**src/rtl/dpp_pkg.sv**
```systemverilog
// Package: shared defaults for the dual-pump phase detector controller.
// Assumes: all users size their ports from these defaults.
package dpp_pkg;
    localparam int MAIN_W_DEF   = 17;   // feedback ratio width (max 131071)
    localparam int MAIN_MIN_DEF = 512;  // smallest usable feedback ratio
    localparam int REF_W_DEF    = 12;   // reference ratio width
    localparam int REF_MIN_DEF  = 1;    // smallest usable reference ratio
endpackage

```
**src/rtl/dpp_divider.sv**
```systemverilog
// Module: programmable edge-counting divider.
// Counts sampled rising edges of sig_in and emits a one-cycle registered
// terminal count every eff edges, eff being ratio clamped to MIN_RATIO.
// Assumes: sig_in is synchronous to clk; hold clears the count (power-down).
module dpp_divider #(
    parameter int W         = 17,
    parameter int MIN_RATIO = 1
) (
    input  logic         clk,
    input  logic         rst_n,
    input  logic         hold,
    input  logic         sig_in,
    input  logic [W-1:0] ratio,
    output logic         tc
);
    localparam logic [W-1:0] MIN_V = W'(MIN_RATIO);

    logic         prev;
    logic         rise;
    logic [W-1:0] cnt;
    logic [W-1:0] eff;

    assign eff  = (ratio < MIN_V) ? MIN_V : ratio;
    assign rise = sig_in & ~prev;

    // Keep the previous input sample for edge detection.
    always_ff @(posedge clk) begin
        if (!rst_n) prev <= 1'b0;
        else        prev <= sig_in;
    end

    // Count edges and emit the terminal count, cleared while held.
    always_ff @(posedge clk) begin
        if (!rst_n || hold) begin
            cnt <= '0;
            tc  <= 1'b0;
        end else begin
            tc <= 1'b0;
            if (rise) begin
                if (({1'b0, cnt} + 1'b1) >= {1'b0, eff}) begin
                    cnt <= '0;
                    tc  <= 1'b1;
                end else begin
                    cnt <= cnt + 1'b1;
                end
            end
        end
    end

    AST_TC_SINGLE: assert property (@(posedge clk) disable iff (!rst_n)
        tc |=> !tc);
    AST_HOLD_QUIET: assert property (@(posedge clk) disable iff (!rst_n)
        hold |=> !tc);
endmodule

```
**src/rtl/dpp_pfd_core.sv**
```systemverilog
// Module: tri-state phase/frequency detector.
// A reference count sets up, a feedback count sets dn, and both clear
// together when both would be set. Held cleared during power-down.
module dpp_pfd_core (
    input  logic clk,
    input  logic rst_n,
    input  logic pdn,
    input  logic ref_tc,
    input  logic fb_tc,
    output logic up,
    output logic dn
);
    logic up_nx;
    logic dn_nx;

    assign up_nx = up | ref_tc;
    assign dn_nx = dn | fb_tc;

    // Advance the detector state, cancelling when both sides are set.
    always_ff @(posedge clk) begin
        if (!rst_n || pdn) begin
            up <= 1'b0;
            dn <= 1'b0;
        end else if (up_nx && dn_nx) begin
            up <= 1'b0;
            dn <= 1'b0;
        end else begin
            up <= up_nx;
            dn <= dn_nx;
        end
    end

    AST_NO_BOTH: assert property (@(posedge clk) disable iff (!rst_n)
        !(up && dn));
    AST_UP_SET: assert property (@(posedge clk) disable iff (!rst_n)
        (ref_tc && !fb_tc && !dn && !pdn) |=> up);
    AST_PDN_CLEAR: assert property (@(posedge clk) disable iff (!rst_n)
        pdn |=> (!up && !dn));
endmodule

```
**src/rtl/dpp_pump_ctrl.sv**
```systemverilog
// Module: speed-up pump gating and lock pulse.
// fast_en follows fast_req only at reference terminal counts, so the
// speed-up pump never switches inside a correction pulse.
// Assumes: up/dn come from the detector and are already cleared in power-down.
module dpp_pump_ctrl (
    input  logic clk,
    input  logic rst_n,
    input  logic pdn,
    input  logic ref_tc,
    input  logic fast_req,
    input  logic up,
    input  logic dn,
    input  logic lock_dis,
    output logic fast_en,
    output logic fast_up,
    output logic fast_dn,
    output logic lock_out
);
    // Latch the speed-up request at a detector cycle boundary.
    always_ff @(posedge clk) begin
        if (!rst_n || pdn) fast_en <= 1'b0;
        else if (ref_tc)   fast_en <= fast_req;
    end

    // Gate the shared up/down commands onto the speed-up pump and lock pin.
    always_comb begin
        fast_up  = up & fast_en;
        fast_dn  = dn & fast_en;
        lock_out = (up | dn) & ~lock_dis;
    end

    AST_FAST_SYNC: assert property (@(posedge clk) disable iff (!rst_n)
        (!ref_tc && !pdn) |=> $stable(fast_en));
endmodule

```
**src/rtl/dual_pump_pfd.sv**
```systemverilog
// Module: top of the dual-pump phase detector controller.
// Two dividers feed a tri-state detector whose commands drive a normal and
// a speed-up charge pump; a lock pulse mirrors the phase error.
// Assumes: ref_in and fb_in are synchronous to clk.
module dual_pump_pfd
    import dpp_pkg::*;
#(
    parameter int MAIN_W   = MAIN_W_DEF,
    parameter int MAIN_MIN = MAIN_MIN_DEF,
    parameter int REF_W    = REF_W_DEF,
    parameter int REF_MIN  = REF_MIN_DEF
) (
    input  logic              clk,
    input  logic              rst_n,
    input  logic              ref_in,
    input  logic              fb_in,
    input  logic [REF_W-1:0]  ref_ratio,
    input  logic [MAIN_W-1:0] main_ratio,
    input  logic              fast_req,
    input  logic              hw_pdn,
    input  logic              sw_pdn,
    input  logic              lock_dis,
    output logic              norm_en,
    output logic              fast_en,
    output logic              pump_up,
    output logic              pump_dn,
    output logic              fast_up,
    output logic              fast_dn,
    output logic              lock_out
);
    logic pdn;
    logic ref_tc;
    logic fb_tc;

    assign pdn     = hw_pdn | sw_pdn;
    assign norm_en = ~pdn;

    dpp_divider #(.W(REF_W), .MIN_RATIO(REF_MIN)) u_ref_div (
        .clk(clk), .rst_n(rst_n), .hold(pdn), .sig_in(ref_in),
        .ratio(ref_ratio), .tc(ref_tc)
    );

    dpp_divider #(.W(MAIN_W), .MIN_RATIO(MAIN_MIN)) u_main_div (
        .clk(clk), .rst_n(rst_n), .hold(pdn), .sig_in(fb_in),
        .ratio(main_ratio), .tc(fb_tc)
    );

    dpp_pfd_core u_pfd (
        .clk(clk), .rst_n(rst_n), .pdn(pdn), .ref_tc(ref_tc), .fb_tc(fb_tc),
        .up(pump_up), .dn(pump_dn)
    );

    dpp_pump_ctrl u_pump (
        .clk(clk), .rst_n(rst_n), .pdn(pdn), .ref_tc(ref_tc),
        .fast_req(fast_req), .up(pump_up), .dn(pump_dn), .lock_dis(lock_dis),
        .fast_en(fast_en), .fast_up(fast_up), .fast_dn(fast_dn),
        .lock_out(lock_out)
    );

    AST_PDN_QUIET: assert property (@(posedge clk) disable iff (!rst_n)
        pdn |=> (!fast_en && !pump_up && !pump_dn));
    AST_LOCK_MASK: assert property (@(posedge clk) disable iff (!rst_n)
        lock_dis |-> !lock_out);
    AST_FAST_SUBSET: assert property (@(posedge clk) disable iff (!rst_n)
        (fast_up || fast_dn) |-> (pump_up || pump_dn));
endmodule

```
**config.mk**
```make
export PLATFORM = sky130hd
export DESIGN_NAME = dual_pump_pfd
export DESIGN_NICKNAME = d
export VERILOG_FILES = /design/src/rtl/dpp_pkg.sv /design/src/rtl/dpp_divider.sv /design/src/rtl/dpp_pfd_core.sv /design/src/rtl/dpp_pump_ctrl.sv /design/src/rtl/dual_pump_pfd.sv
export SDC_FILE = /design/constraint.sdc
export NUM_CORES = 1
export LEC_CHECK = 0
export CORE_ASPECT_RATIO = 1.75
export CORE_UTILIZATION = 54
export CTS_CLUSTER_DIAMETER = 40
export DETAILED_ROUTE_END_ITERATION = 12
export PLACE_DENSITY = 0.81
export SYNTH_ARGS = -nofsm -noshare
export SYNTH_HDL_FRONTEND = slang
export SYNTH_SLANG_ARGS = --single-unit
```
**constraint.sdc**
```tcl
create_clock -name clk -period 4.1 [get_ports clk]
set_input_delay 0.41 -clock clk [delete_from_list [all_inputs] [get_ports clk]]
set_output_delay 0.41 -clock clk [all_outputs]
set_load 0.02 [all_outputs]
```
# Word level (Yosys, flattened, before mapping)
# Cells that the tools add are included.
# Widths: inputs -> output; s select.
[word_totals]
regBits = 36
inputBits = 37
output_inout_bits = 7
[classes]
n_reduce_logical = 6
order_cmp = 4
n_mux = 6
add_sub_neg = 4
n_bitwise = 15
[op_table]
columns = ["cell", "n"]
rows = [
  ["$mux 17", 2],
  ["$mux 12", 2],
  ["$add 17x1->18 const B", 1],
  ["$ge 18x17->1", 1],
  ["$add 17x1->17 const B", 1],
  ["$lt 17x10->1 const B", 1],
  ["$add 12x1->13 const B", 1],
  ["$ge 13x12->1", 1],
  ["$add 12x1->12 const B", 1],
  ["$lt 12x1->1 const B", 1],
  ["$not 1->1", 6],
  ["$reduce_or 2->1", 3],
  ["$and 1x1->1", 5],
  ["$or 1x1->1", 4],
  ["$mux 1", 2],
  ["$logic_and 1x1->1", 1],
  ["$logic_not 1->1", 1],
  ["$logic_or 1x1->1", 1],
]

# Longest topological paths before layout
# Gate-level depths: netlist (run 1).
[depth]
depth_word = 4
depth_mapped = 15
ltp_nobuf = 13

# Hierarchy
# From an unflattened synthesis (run 1), not the netlist that was laid out.
[unflattened]
hier_cells = 352
hier_area_um2 = 2862.7
[by_module_without_submodules]
columns = ["module", "area_per_inst_um2", "seq_area_each_um2", "cells_each", "n_inst"]
rows = [
  ["dpp_divider at u_main_div", 1665.3, 380.4, 215, 1],
  ["dpp_divider at u_ref_div", 1038.5, 280.3, 121, 1],
  ["dpp_pfd_core", 86.3, 40.0, 7, 1],
  ["dpp_pump_ctrl", 62.6, 20.0, 7, 1],
  ["dual_pump_pfd", 10.0, 0.0, 2, 1],
]

# Worst setup path before layout (run 1)
# Ideal clock, no wire load.
[synth_timing]
kind = "reg-to-reg"
start = "register u_main_div.cnt[2]"
end = "register u_main_div.cnt[5]"
required_ns = 4.027
path_slack_ns = 0.965
setup_time_ns = 0.073
arrival_ns = 3.062
path_buffers = 2
path_stages_with_launch = 14
path_cell_list = "dfxtp_1 -> buf_2 -> and4_1 -> nand4_1 -> and2_1 -> or2_2 -> ha_1 -> a211oi_1 -> nor2_1 -> a2111o_1 -> a211oi_4 -> buf_6 -> nand4b_1 -> o211ai_2"
[synth_via]
elab_chain_len = 3
word_cells_on_any_way = 4
[synth_lines]
columns = ["element", "line_no", "rtl"]
rows = [
  ["from (decl)", "dpp_divider.sv:20", "logic [W-1:0] cnt;"],
  ["from (signal assigned)", "dpp_divider.sv:44", "cnt <= cnt + 1'b1;"],
  ["$add 17x1->18", "dpp_divider.sv:40", "if (({1'b0, cnt} + 1'b1) >= {1'b0, eff}) begin"],
  ["$ge 18x17->1", "dpp_divider.sv:40", ""],
  ["$mux 17 *", "dpp_divider.sv:40", ""],
]
# Mark *: on every way between the ends. The rest lies on a longest branch, timed or not.
# A chain may end at the register's enable or synchronous reset.

# Final worst setup path (run 1)
[layout_timing]
start = "register u_ref_div.cnt[0]"
end = "register u_ref_div.cnt[9]"
[layout_via]
elab_chain_len = 3
word_cells_on_any_way = 4
[layout_lines]
columns = ["element", "line_no"]
rows = [
  ["from (decl)", "dpp_divider.sv:20"],
  ["from (signal assigned)", "dpp_divider.sv:44"],
  ["$add 12x1->13", "dpp_divider.sv:40"],
  ["$ge 13x12->1", "dpp_divider.sv:40"],
  ["$mux 12 *", "dpp_divider.sv:40"],
]
# Marks and branches as above.

==> results_dict.tcl, run 1 <==
set metrics [dict create \
    crit_chain "ha_1 > and3_2 > and3_1 > nand2_1 > nor2_1 > xor2_1 > ha_1 > and3_1 > nand4_1 > a21oi_1 > a211oi_2 > buf_4 > a41oi_1 > mux2i_1" \
    grt_usage_pct 25.1 \
    intPower_uw 534 \
    finalWeightedCongestion 0.839 \
    route.detailed.drc 0 \
    tightest_slew_ns 0.797 \
    grt_pass1_wl_mm 10.6 \
    whs_ns 0.473 \
    fp.dieH_um 95.7 \
    rr_endpoint "u_ref_div.cnt[9]$_SDFFE_PP0P_" \
    ios 44 \
    cts_tree "yes" \
    r2r_start "u_ref_div.cnt[0]$_SDFFE_PP0P_" \
    p_leak_nw 1.44 \
    grt_max_degree 20 \
    cp_num_buf_inv 1 \
    layout-area-overhead-vs-synth_pct 19.8 \
    outcome "completed" \
    tns_ns 0 \
    critical_path_depth 14 \
    hold_viol 0 \
    clk_latency_ns 0.29 \
    slew_viol_final 0 \
    synth_area_leader_cell "dfxtp_1" \
    portBuffers 43 \
    grt_overflow 0 \
    initial_utilization_pct 57.1 \
    relSlewSlack_pct 46.6 \
    rsz0062_at_grt "false" \
    core_area_um2 4750 \
    slowest_delay_ns 0.49 \
    fin_cells 421 \
    cp_slowest_cell "a211oi_2" \
    place_ws_ns 0.549 \
    num_rows 33 \
    syn_nets 395 \
    path_delay_family "simple AND/OR/NAND/NOR gates" \
    die_w_um 55.6 \
    p_sw_uw 165 \
    p_seq_share_pct 50.4 \
    synth.most_common_cell "dfxtp_1" \
    syn_area_um2 2710 \
    vias_per_cell 6.11 \
    cts.sinks 36 \
    irDropWorstVdd_uv 194 \
    synthTopCellsByCount "dfxtp_1, nand2_1, ha_1, inv_1, nor2_1" \
    worst-path-max-fanout 10 \
    synth_edf_count 0 \
    hold_buffers 0 \
    fp.dieArea_um2 5320 \
    startpoint_type "register" \
    ys_types 51 \
    h-tree-depth 2 \
    root_buffer "clkbuf_8" \
    p_clk_share_pct 37.3 \
    synth_top_area_share_pct 26.6 \
    path_clk_slew_ns 0.07 \
    drt-initial-drc-count 70 \
    fin_crit_sh_pct 84.9 \
    async_flop_share_pct 0 \
    place_inst 413 \
    power.share.switching_pct 23.6 \
    endpoint "u_ref_div.cnt[9]$_SDFFE_PP0P_" \
    diodes 0 \
    reg2reg_depth 14 \
    finalSetupViolCount 0 \
    routed-via-count 2571 \
    grt_pass1_vias 2593 \
    fin_crit_ns 3.48 \
    comb_power_share_pct 12.3 \
    hold_path.class "reg2reg" \
    ys.flop_type "dfxtp_1" \
    routed_wl_mm 6.12 \
    ys_ff_latch 36 \
    nFillCells 411 \
    fin_ws_ns 0.620 \
    antenna_found_initial 0 \
    cts_buffers 5 \
    hpwl_mm 4.96 \
    ctsResizeCount 0 \
    worstSetupPathType "reg2reg" \
    reg2reg_slack_ns 0.62 \
    avgSynthCellArea_um2 8.29 \
    wl_per_cell_um 14.5 \
    crit_path_end_kind "register" \
    synth-seq-area-share_pct 26.6 \
    dr.pass1.iters 5 \
    crit_start "u_ref_div.cnt[0]$_SDFFE_PP0P_" \
    cp.arrival_ns 3.70 \
    fin_nets 436 \
    p_per_area_nw_per_um2 215 \
    synth_cells 327 \
    ant_nets 0 \
    p_total_uw 699 \
    ys_top_cells_by_area "dfxtp_1, ha_1, nand2_1" \
    drv_cap 0 \
    ys_warn_count 0 \
    cts_buffer_depth 2 \
    clock_skew_ns 0.00255 \
    drive_gt1_share_pct 6.50 \
    hold_depth 1 \
    max_freq_mhz 287 \
    postCtsSetupRepairBufs 0 \
    worstPathRequired_ns 4.32 \
]
metal layers:
| layer | wire length, µm | global-route usage, % | up-vias |
|---|---|---|---|
| met4 | 191 | 13.1 | 0 |
| met1 | 2290 | 23.4 | 1200 |
| met2 | 3470 | 52.1 | 75 |
| li1 | - | - | 1277 |
| met5 | 0 | 0 | - |
| met3 | 168 | 2.69 | 19 |
worst register-to-register path: stages (launching register included):
cell and delay (ns):
dfxtp_1 0.42, ha_1 0.27, and3_2 0.25, and3_1 0.28, nand2_1 0.11, nor2_1 0.14
xor2_1 0.21, ha_1 0.28, and3_1 0.24, nand4_1 0.11, a21oi_1 0.05, a211oi_2 0.49
buf_4 0.26, a41oi_1 0.13, mux2i_1 0.17
cell usage in the layout, fill, tap and decap left out, types with 3 or more instances in the layout:
cell             count
xnor2_1             10
inv_1               27
nand2b_1             3
and4_1               4
nand2_1             33
and2_1               7
ha_1                31
nor4_1               6
nand4_1             15
buf_4                3
and3_1               9
clkdlybuf4s50_1     43
o21ai_0              8
mux2i_1              8
clkbuf_8             6
a21oi_1              6
dfxtp_1             36
xor2_1              13
nor3_1               8
a211oi_1             3
a31oi_1              5
nor2_1              22
a32o_1              12
nand3_1             15
a41oi_1              3
flip-flops by register name (all words and copies together), names as in the netlist:
signal and flops:
u_ref_div.cnt 12, u_main_div.prev 1, u_pump.fast_en 1, u_ref_div.prev 1, u_ref_div.tc 1, u_main_div.tc 1, u_pfd.up 1, u_pfd.dn 1
u_main_div.cnt 17
cells by family (layout without fill, tap and decap cells):
kind of cell	Yosys count	after routing	synth area share, %
mux	8	8	2.95
fa+ha+maj	31	31	14.3
compound gates	58	58	16.9
xor+xnor	23	23	7.43
buf+inv	39	81	6.46
flops	36	36	26.6
simple gates	132	132	25.3
how the worst min path moves through the flow:
stage | endpoint | from | slack (ns)
global route | u_main_div.cnt[16]$_SDFFE_PP0P_ | u_main_div.cnt[16]$_SDFFE_PP0P_ | 0.49
CTS | u_main_div.cnt[16]$_SDFFE_PP0P_ | u_main_div.cnt[16]$_SDFFE_PP0P_ | 0.48
finish | u_main_div.cnt[16]$_SDFFE_PP0P_ | u_main_div.cnt[16]$_SDFFE_PP0P_ | 0.47
global placement | u_main_div.cnt[16]$_SDFFE_PP0P_ | u_main_div.cnt[16]$_SDFFE_PP0P_ | 0.46
floorplan | u_pfd.dn$_SDFF_PP0_ | u_ref_div.tc$_SDFF_PP0_ | 0.44
detailed placement | u_main_div.cnt[16]$_SDFFE_PP0P_ | u_main_div.cnt[16]$_SDFFE_PP0P_ | 0.46
through the flow:
step | area, µm² | util [%]
finish | 3250 | 68.4
global route | 3250 | 68.4
CTS | 3250 | 68.4
detailed placement | 3150 | 66.4
global placement | 3150 | 66.4
floorplan | 2710 | -
final cells by class:
type	instances	area, µm²	area share [%]
inverters	27	101	3.12
repair buffers	46	453	13.9
clock inverters	2	10.0	0.308
clock buffers	6	82.6	2.54
multi-input cells	252	1810	55.9
well taps	52	65.1	2.00
flip-flops and latches	36	721	22.2
power groups by stage:
stage | Clock [mW] | Combinational (mW) | Sequential, mW
6_report | 0.261 | 0.0858 | 0.352
2_1_floorplan | 0 | 0.0385 | 0.360
3_5_place_dp | 0 | 0.0860 | 0.360
3_3_place_gp | 0 | 0.0834 | 0.360
4_1_cts | 0.266 | 0.0864 | 0.352
5_1_grt | 0.281 | 0.0951 | 0.352
No activity file was read; power rests on OpenSTA's default activity.
==> run 2, diff against run 1 <==
--- a/config.mk
+++ b/config.mk
@@ -6,10 +6,10 @@
 export NUM_CORES = 1
 export LEC_CHECK = 0
 export CORE_ASPECT_RATIO = 1.75
-export CORE_UTILIZATION = 54
+export CORE_UTILIZATION = 49
 export CTS_CLUSTER_DIAMETER = 40
 export DETAILED_ROUTE_END_ITERATION = 12
-export PLACE_DENSITY = 0.81
+export PLACE_DENSITY = 0.77
 export SYNTH_ARGS = -nofsm -noshare
 export SYNTH_HDL_FRONTEND = slang
 export SYNTH_SLANG_ARGS = --single-unit
==> constraint.sdc (replaced) <==
create_clock -name clk -period 2.83 [get_ports clk]
set_input_delay 0.283 -clock clk [delete_from_list [all_inputs] [get_ports clk]]
set_output_delay 0.283 -clock clk [all_outputs]
set_load 0.02 [all_outputs]
==> run 2 against run 1 <==
The flow now finishes with violations (negative setup slack). Global-route usage rose by 1.3 points. Critical endpoint is now u_main_div.cnt[2]$_SDFFE_PP0P_. Core utilization up 5.1 points. Register-to-register slack got worse by 0.64 ns. Count of clock-buffer cells in the layout shrank 1. Combinational power up 64%. Die area increased by 9.9%. Worst setup slack worse by 0.64 ns. Hold slack improved by 0.0031 ns. Highest routed layer unchanged.
==> results_dict.tcl, run 2 (synthesis results as in run 1) <==
set metrics [dict create \
    outcome "complete, but fails checks" \
    violations "negative setup slack" \
    mostFrequentLayoutCell "clkdlybuf4s50_1" \
    layout-area-overhead-vs-synth_pct 43.7 \
    grt_pass1_vias 2738 \
    h-tree-depth 2 \
    p_leak_nw 1.73 \
    cp.arrival_ns 3.03 \
    startpoint_type "register" \
    max_freq_mhz 350 \
    drive_gt1_share_pct 26.5 \
    wl_per_cell_um 15.3 \
    grt_overflow 0 \
    path_clk_slew_ns 0.08 \
    hold_path.class "reg2reg" \
    routed-via-count 2775 \
    drt-initial-drc-count 65 \
    place_ws_ns -0.400 \
    hpwl_mm 5.38 \
    finalSetupViolCount 3 \
    die_w_um 58.2 \
    ant_nets 0 \
    hold_buffers 0 \
    clk_latency_ns 0.29 \
    cts_buffers 5 \
    grt_pass1_wl_mm 11.8 \
    clock_skew_ns 0.00765 \
    crit_chain "and4_4 > nand4_1 > buf_6 > and2_4 > or2_4 > ha_4 > nand4_1 > nor3_2 > a211o_1 > a211oi_4 > buf_6 > buf_4 > a32oi_1 > o21ai_2" \
    slew_viol_final 0 \
    grt_max_degree 18 \
    fin_ws_ns -0.0241 \
    finalWeightedCongestion 0.819 \
    portBuffers 43 \
    cts.sinks 36 \
    worst-path-max-fanout 5 \
    final_cell_mix "clkdlybuf4s50_1, buf_4, nand2_1" \
    cts_buffer_depth 2 \
    drv_cap 0 \
    fp.dieH_um 100 \
    antenna_found_initial 0 \
    top_regs "u_main_div.cnt x17, u_ref_div.cnt x12" \
    fin_nets 478 \
    diodes 0 \
    dpl_cell_area_um2 3450 \
    ios 44 \
    fin_crit_ns 2.85 \
    hold_viol 0 \
    slowest_delay_ns 0.33 \
    cts_tree "yes" \
    route.detailed.drc 0 \
    largest_reg_flops 17 \
    p_total_mw 1.11 \
    crit_path_end_kind "register" \
    root_buffer "clkbuf_8" \
    initial_utilization_pct 51.1 \
    vias_per_cell 5.72 \
    num_rows 35 \
    core_area_um2 5300 \
    grt_usage_pct 26.4 \
    cp_slowest_cell "dfxtp_2" \
    fp.dieArea_um2 5840 \
    worstPathRequired_ns 3.01 \
    routed_wl_mm 7.42 \
    top_register "u_main_div.cnt" \
    stdcell_area_um2 3890 \
    tightest_slew_ns 0.636 \
    relSlewSlack_pct 57.6 \
    rsz0062_at_grt "true" \
    dr.pass1.iters 4 \
    irDropWorstVdd_uv 288 \
    fin_crit_sh_pct 101 \
    worstSetupPathType "reg2reg" \
    p_per_area_nw_per_um2 286 \
]
## run 2: changes by cell type in the layout (fill, tap and decap cells not counted), moves of 4 or more
cell     previous run  this run
buf_4               3        36
buf_6               0         8
dfxtp_1            36        29
dfxtp_2             0         7
nor2_1             22        16
and3_4              0         4
xor2_1             13         9
xor2_2              0         4
## run 2: layout make-up
class | instances | area, µm²
inverters | 27 | 101
clock buffers | 5 | 68.8
well taps | 74 | 92.6
multi-input cells | 252 | 2050
clock inverters | 3 | 42.5
repair buffers | 88 | 811
flip-flops and latches | 36 | 729
fillers | 388 | 1400
## run 2: where the power goes
| group | leakage [nW] | switching, mW | internal, mW | total (mW) |
|---|---|---|---|---|
| Sequential | 0.294 | 0.00127 | 0.508 | 0.510 |
| Combinational | 1.38 | 0.0625 | 0.0787 | 0.141 |
| Clock | 0.0541 | 0.200 | 0.261 | 0.461 |
| Total | 1.73 | 0.264 | 0.848 | 1.11 |
## run 2: stage by stage
step | TNS (ns) | utilization (%) | std cells | hold WS (ns)
floorplan | -0.0688 | - | 327 | 0.405
global placement | -3.59 | 65.1 | 464 | 0.455
detailed placement | -6.35 | 65.1 | 464 | 0.460
CTS | 0 | 70.7 | 481 | 0.478
global route | -1.29 | 73.5 | 485 | 0.505
finish | -0.0486 | 73.5 | 485 | 0.476
## run 2: worst max-delay path, delay by kind of cell (launching register included)
kind / cells / cell delay, ns
compound gates: 4 / 0.60
fa+ha+maj: 1 / 0.28
buf+inv: 3 / 0.47
flops: 1 / 0.33
simple gates: 6 / 1.07
## run 2: per-layer routing
layer | wire length (µm) | share of wire [%] | GRT usage, % | vias to the layer above
li1 | - | - | - | 1354
met1 | 2650 | 36 | 23.5 | 1335
met2 | 4330 | 58 | 55.3 | 66
met3 | 208 | 2.8 | 3.22 | 20
met4 | 223 | 3.0 | 11.2 | 0
met5 | 0 | 0 | 0 | -
## run 2: repair_timing
item,4_1_cts,5_1_grt
endpoints found under the setup margin,25,31
pin swaps,19,30
gates cloned,3,0
resized for setup,33,24
setup buffers,6,4
## run 2: worst paths after layout
path                              startpoint                         endpoint  slack, ns  cells after the start
max           u_main_div.cnt[5]$_SDFFE_PP0P_   u_main_div.cnt[2]$_SDFFE_PP0P_      -0.02                     14
min          u_main_div.cnt[16]$_SDFFE_PP0P_  u_main_div.cnt[16]$_SDFFE_PP0P_       0.48                      1
max reg2reg   u_main_div.cnt[5]$_SDFFE_PP0P_   u_main_div.cnt[2]$_SDFFE_PP0P_      -0.02                     14
min reg2reg  u_main_div.cnt[16]$_SDFFE_PP0P_  u_main_div.cnt[16]$_SDFFE_PP0P_       0.48                      1
==> run 3, diff against run 2 <==
--- a/config.mk
+++ b/config.mk
@@ -5,7 +5,7 @@
 export SDC_FILE = /design/constraint.sdc
 export NUM_CORES = 1
 export LEC_CHECK = 0
-export CORE_ASPECT_RATIO = 1.75
+export CORE_ASPECT_RATIO = 0.8
 export CORE_UTILIZATION = 49
 export CTS_CLUSTER_DIAMETER = 40
 export DETAILED_ROUTE_END_ITERATION = 12
==> run 3 against run 2 <==
The run still ends with negative setup slack left. Wire length increased by 20%. Combinational power increased by 7%. Critical path depth decreased by 1. Clock skew increased by 0.0021 ns. Power increased by 1.8%. Hold slack improved by 0.0052 ns. Clock power increased by 2%. Register-to-register slack got worse by 0.23 ns. Fmax decreased by 7.5%. Die area decreased by 0.17%. Global-route usage decreased by 0.51 points. Critical endpoint is now u_main_div.cnt[6]$_SDFFE_PP0P_.
==> results_dict.tcl, run 3 (synthesis results as in run 1) <==
set metrics [dict create \
    worstPathRequired_ns 3.06 \
    reg2reg_slack_ns -0.26 \
    fin_cells 490 \
    die_w_um 85.1 \
    ant_nets 0 \
    multi_input_area_um2 2120 \
    p_total_mw 1.13 \
    fin_util_pct 81.0 \
    fin_ws_ns -0.257 \
    path_clk_slew_ns 0.08 \
    cts_buffer_depth 2 \
    top_regs "u_main_div.cnt x17, u_ref_div.cnt x12" \
    grt_max_degree 18 \
    largest_reg_flops 17 \
    initial_utilization_pct 52.6 \
    fin_crit_ns 3.09 \
    slew_viol_final 0 \
    clock_skew_ns 0.00976 \
    num_rows 23 \
    rsz0062_at_grt "true" \
    fp.dieArea_um2 5830 \
    irDropWorstVdd_uv 350 \
    portBuffers 43 \
    tightest_slew_ns 0.637 \
    finalWeightedCongestion 0.890 \
    fp.dieH_um 68.5 \
    slowest_delay_ns 0.40 \
    grt_pass1_vias 2605 \
    startpoint_type "register" \
    top_register "u_main_div.cnt" \
    cts.sinks 36 \
    layout-area-overhead-vs-synth_pct 53.9 \
    routed-via-count 3009 \
    vias_per_cell 6.14 \
    fin_nets 495 \
    outcome "complete, but fails checks" \
    mostFrequentLayoutCell "buf_4" \
    h-tree-depth 2 \
    fin_crit_sh_pct 109 \
    worstSetupPathType "reg2reg" \
    crit_chain "and4_4 > nand2_2 > nor2_4 > nand2_1 > xnor2_2 > ha_1 > and4_1 > a2111o_1 > a211oi_4 > buf_4 > buf_12 > a31oi_1 > mux2i_1" \
    dr.pass1.iters 5 \
    cts_tree "yes" \
    ios 44 \
    wl_per_cell_um 18.1 \
    cp.arrival_ns 3.32 \
    cts_buffers 5 \
    hold_viol 0 \
    place_inst 456 \
    diodes 0 \
    clk_latency_ns 0.30 \
    violations "negative setup slack" \
    final_cell_mix "buf_4, clkdlybuf4s50_1, nand2_1" \
    grt_usage_pct 25.9 \
    drt-initial-drc-count 267 \
    worst-path-max-fanout 10 \
    p_per_area_nw_per_um2 271 \
    hold_path.class "reg2reg" \
    tns_ns -3.69 \
    cp_slowest_cell "a2111o_1" \
    antenna_found_initial 0 \
    drive_gt1_share_pct 32.7 \
    regArea_um2 736 \
    routed_wl_mm 8.88 \
    drv_cap 0 \
    hpwl_mm 4.82 \
    p_leak_nw 1.87 \
    grt_overflow 0 \
    finalSetupViolCount 31 \
    nFillCells 280 \
    root_buffer "clkbuf_8" \
    crit_path_end_kind "register" \
    relSlewSlack_pct 57.5 \
    route.detailed.drc 0 \
    grt_pass1_wl_mm 11.9 \
    core_area_um2 5150 \
    max_freq_mhz 324 \
]
run 3: cell count changes in the layout (fill, tap and decap cells not counted), moves of 3 or more:
cell | previous run | this run
buf_4 | 36 | 48
o21ai_0 | 7 | 3
a21oi_1 | 6 | 3
a21oi_2 | 2 | 5
dfxtp_1 | 29 | 26
nor2_4 | 3 | 6
run 3: repair_timing:
item                       CTS  global route
gates resized for setup     40            41
hold endpoints to repair     0             0
setup buffers               14             8
cloned                       3             1
pin swaps                   24            17
hold buffers                 0             0
setup endpoints to repair   25            31
run 3: per-stage QoR:
stage / hold slack (ns) / instance area [µm²] / worst slack [ns]
after CTS: 0.483 / 3920 / 0.000739
final: 0.481 / 4170 / -0.257
after floorplan: 0.405 / 2760 / -0.0330
after detailed placement: 0.455 / 3480 / -0.329
after global routing: 0.512 / 4170 / -0.343
after global placement: 0.451 / 3480 / -0.250
run 3: critical path, delay by kind of cell (launching register included):
kind / cells / cell delay, ns
buf+inv: 2 / 0.29
xor+xnor: 1 / 0.17
flops: 1 / 0.34
fa+ha+maj: 1 / 0.37
simple gates: 5 / 0.90
compound gates: 3 / 0.78
mux: 1 / 0.17
run 3: layout make-up:
type | instances | area share, %
multi-input cells | 252 | 50.7
repair buffers | 105 | 24.7
flip-flops and latches | 36 | 17.6
inverters | 27 | 2.43
well taps | 62 | 1.86
clock buffers | 5 | 1.65
clock inverters | 3 | 1.02
run 3: power by group:
group	total (mW)	leakage (nW)	switching, mW	internal, mW
Clock	0.472	0.0541	0.211	0.261
Sequential	0.509	0.296	0.00134	0.508
Combinational	0.151	1.52	0.0694	0.0816
run 3: per-layer routing:
metal  track usage (%)  up-vias  wire length (µm)  part of all wire (%)
li1                  -     1395                 -                     -
met1              34.8     1445              3880                    44
met2              44.8      140              4200                    47
met3              4.88       29               582                   6.6
met4              3.81        0               225                   2.5
met5                 0        -                 0                     0
run 3: worst paths after layout:
kind,endpoint,depth (start not counted),from
min reg2reg,u_ref_div.cnt[0]$_SDFFE_PP0P_,1,u_ref_div.cnt[0]$_SDFFE_PP0P_
max,u_main_div.cnt[6]$_SDFFE_PP0P_,13,u_main_div.cnt[2]$_SDFFE_PP0P_
max reg2reg,u_main_div.cnt[6]$_SDFFE_PP0P_,13,u_main_div.cnt[2]$_SDFFE_PP0P_
min,u_ref_div.cnt[0]$_SDFFE_PP0P_,1,u_ref_div.cnt[0]$_SDFFE_PP0P_
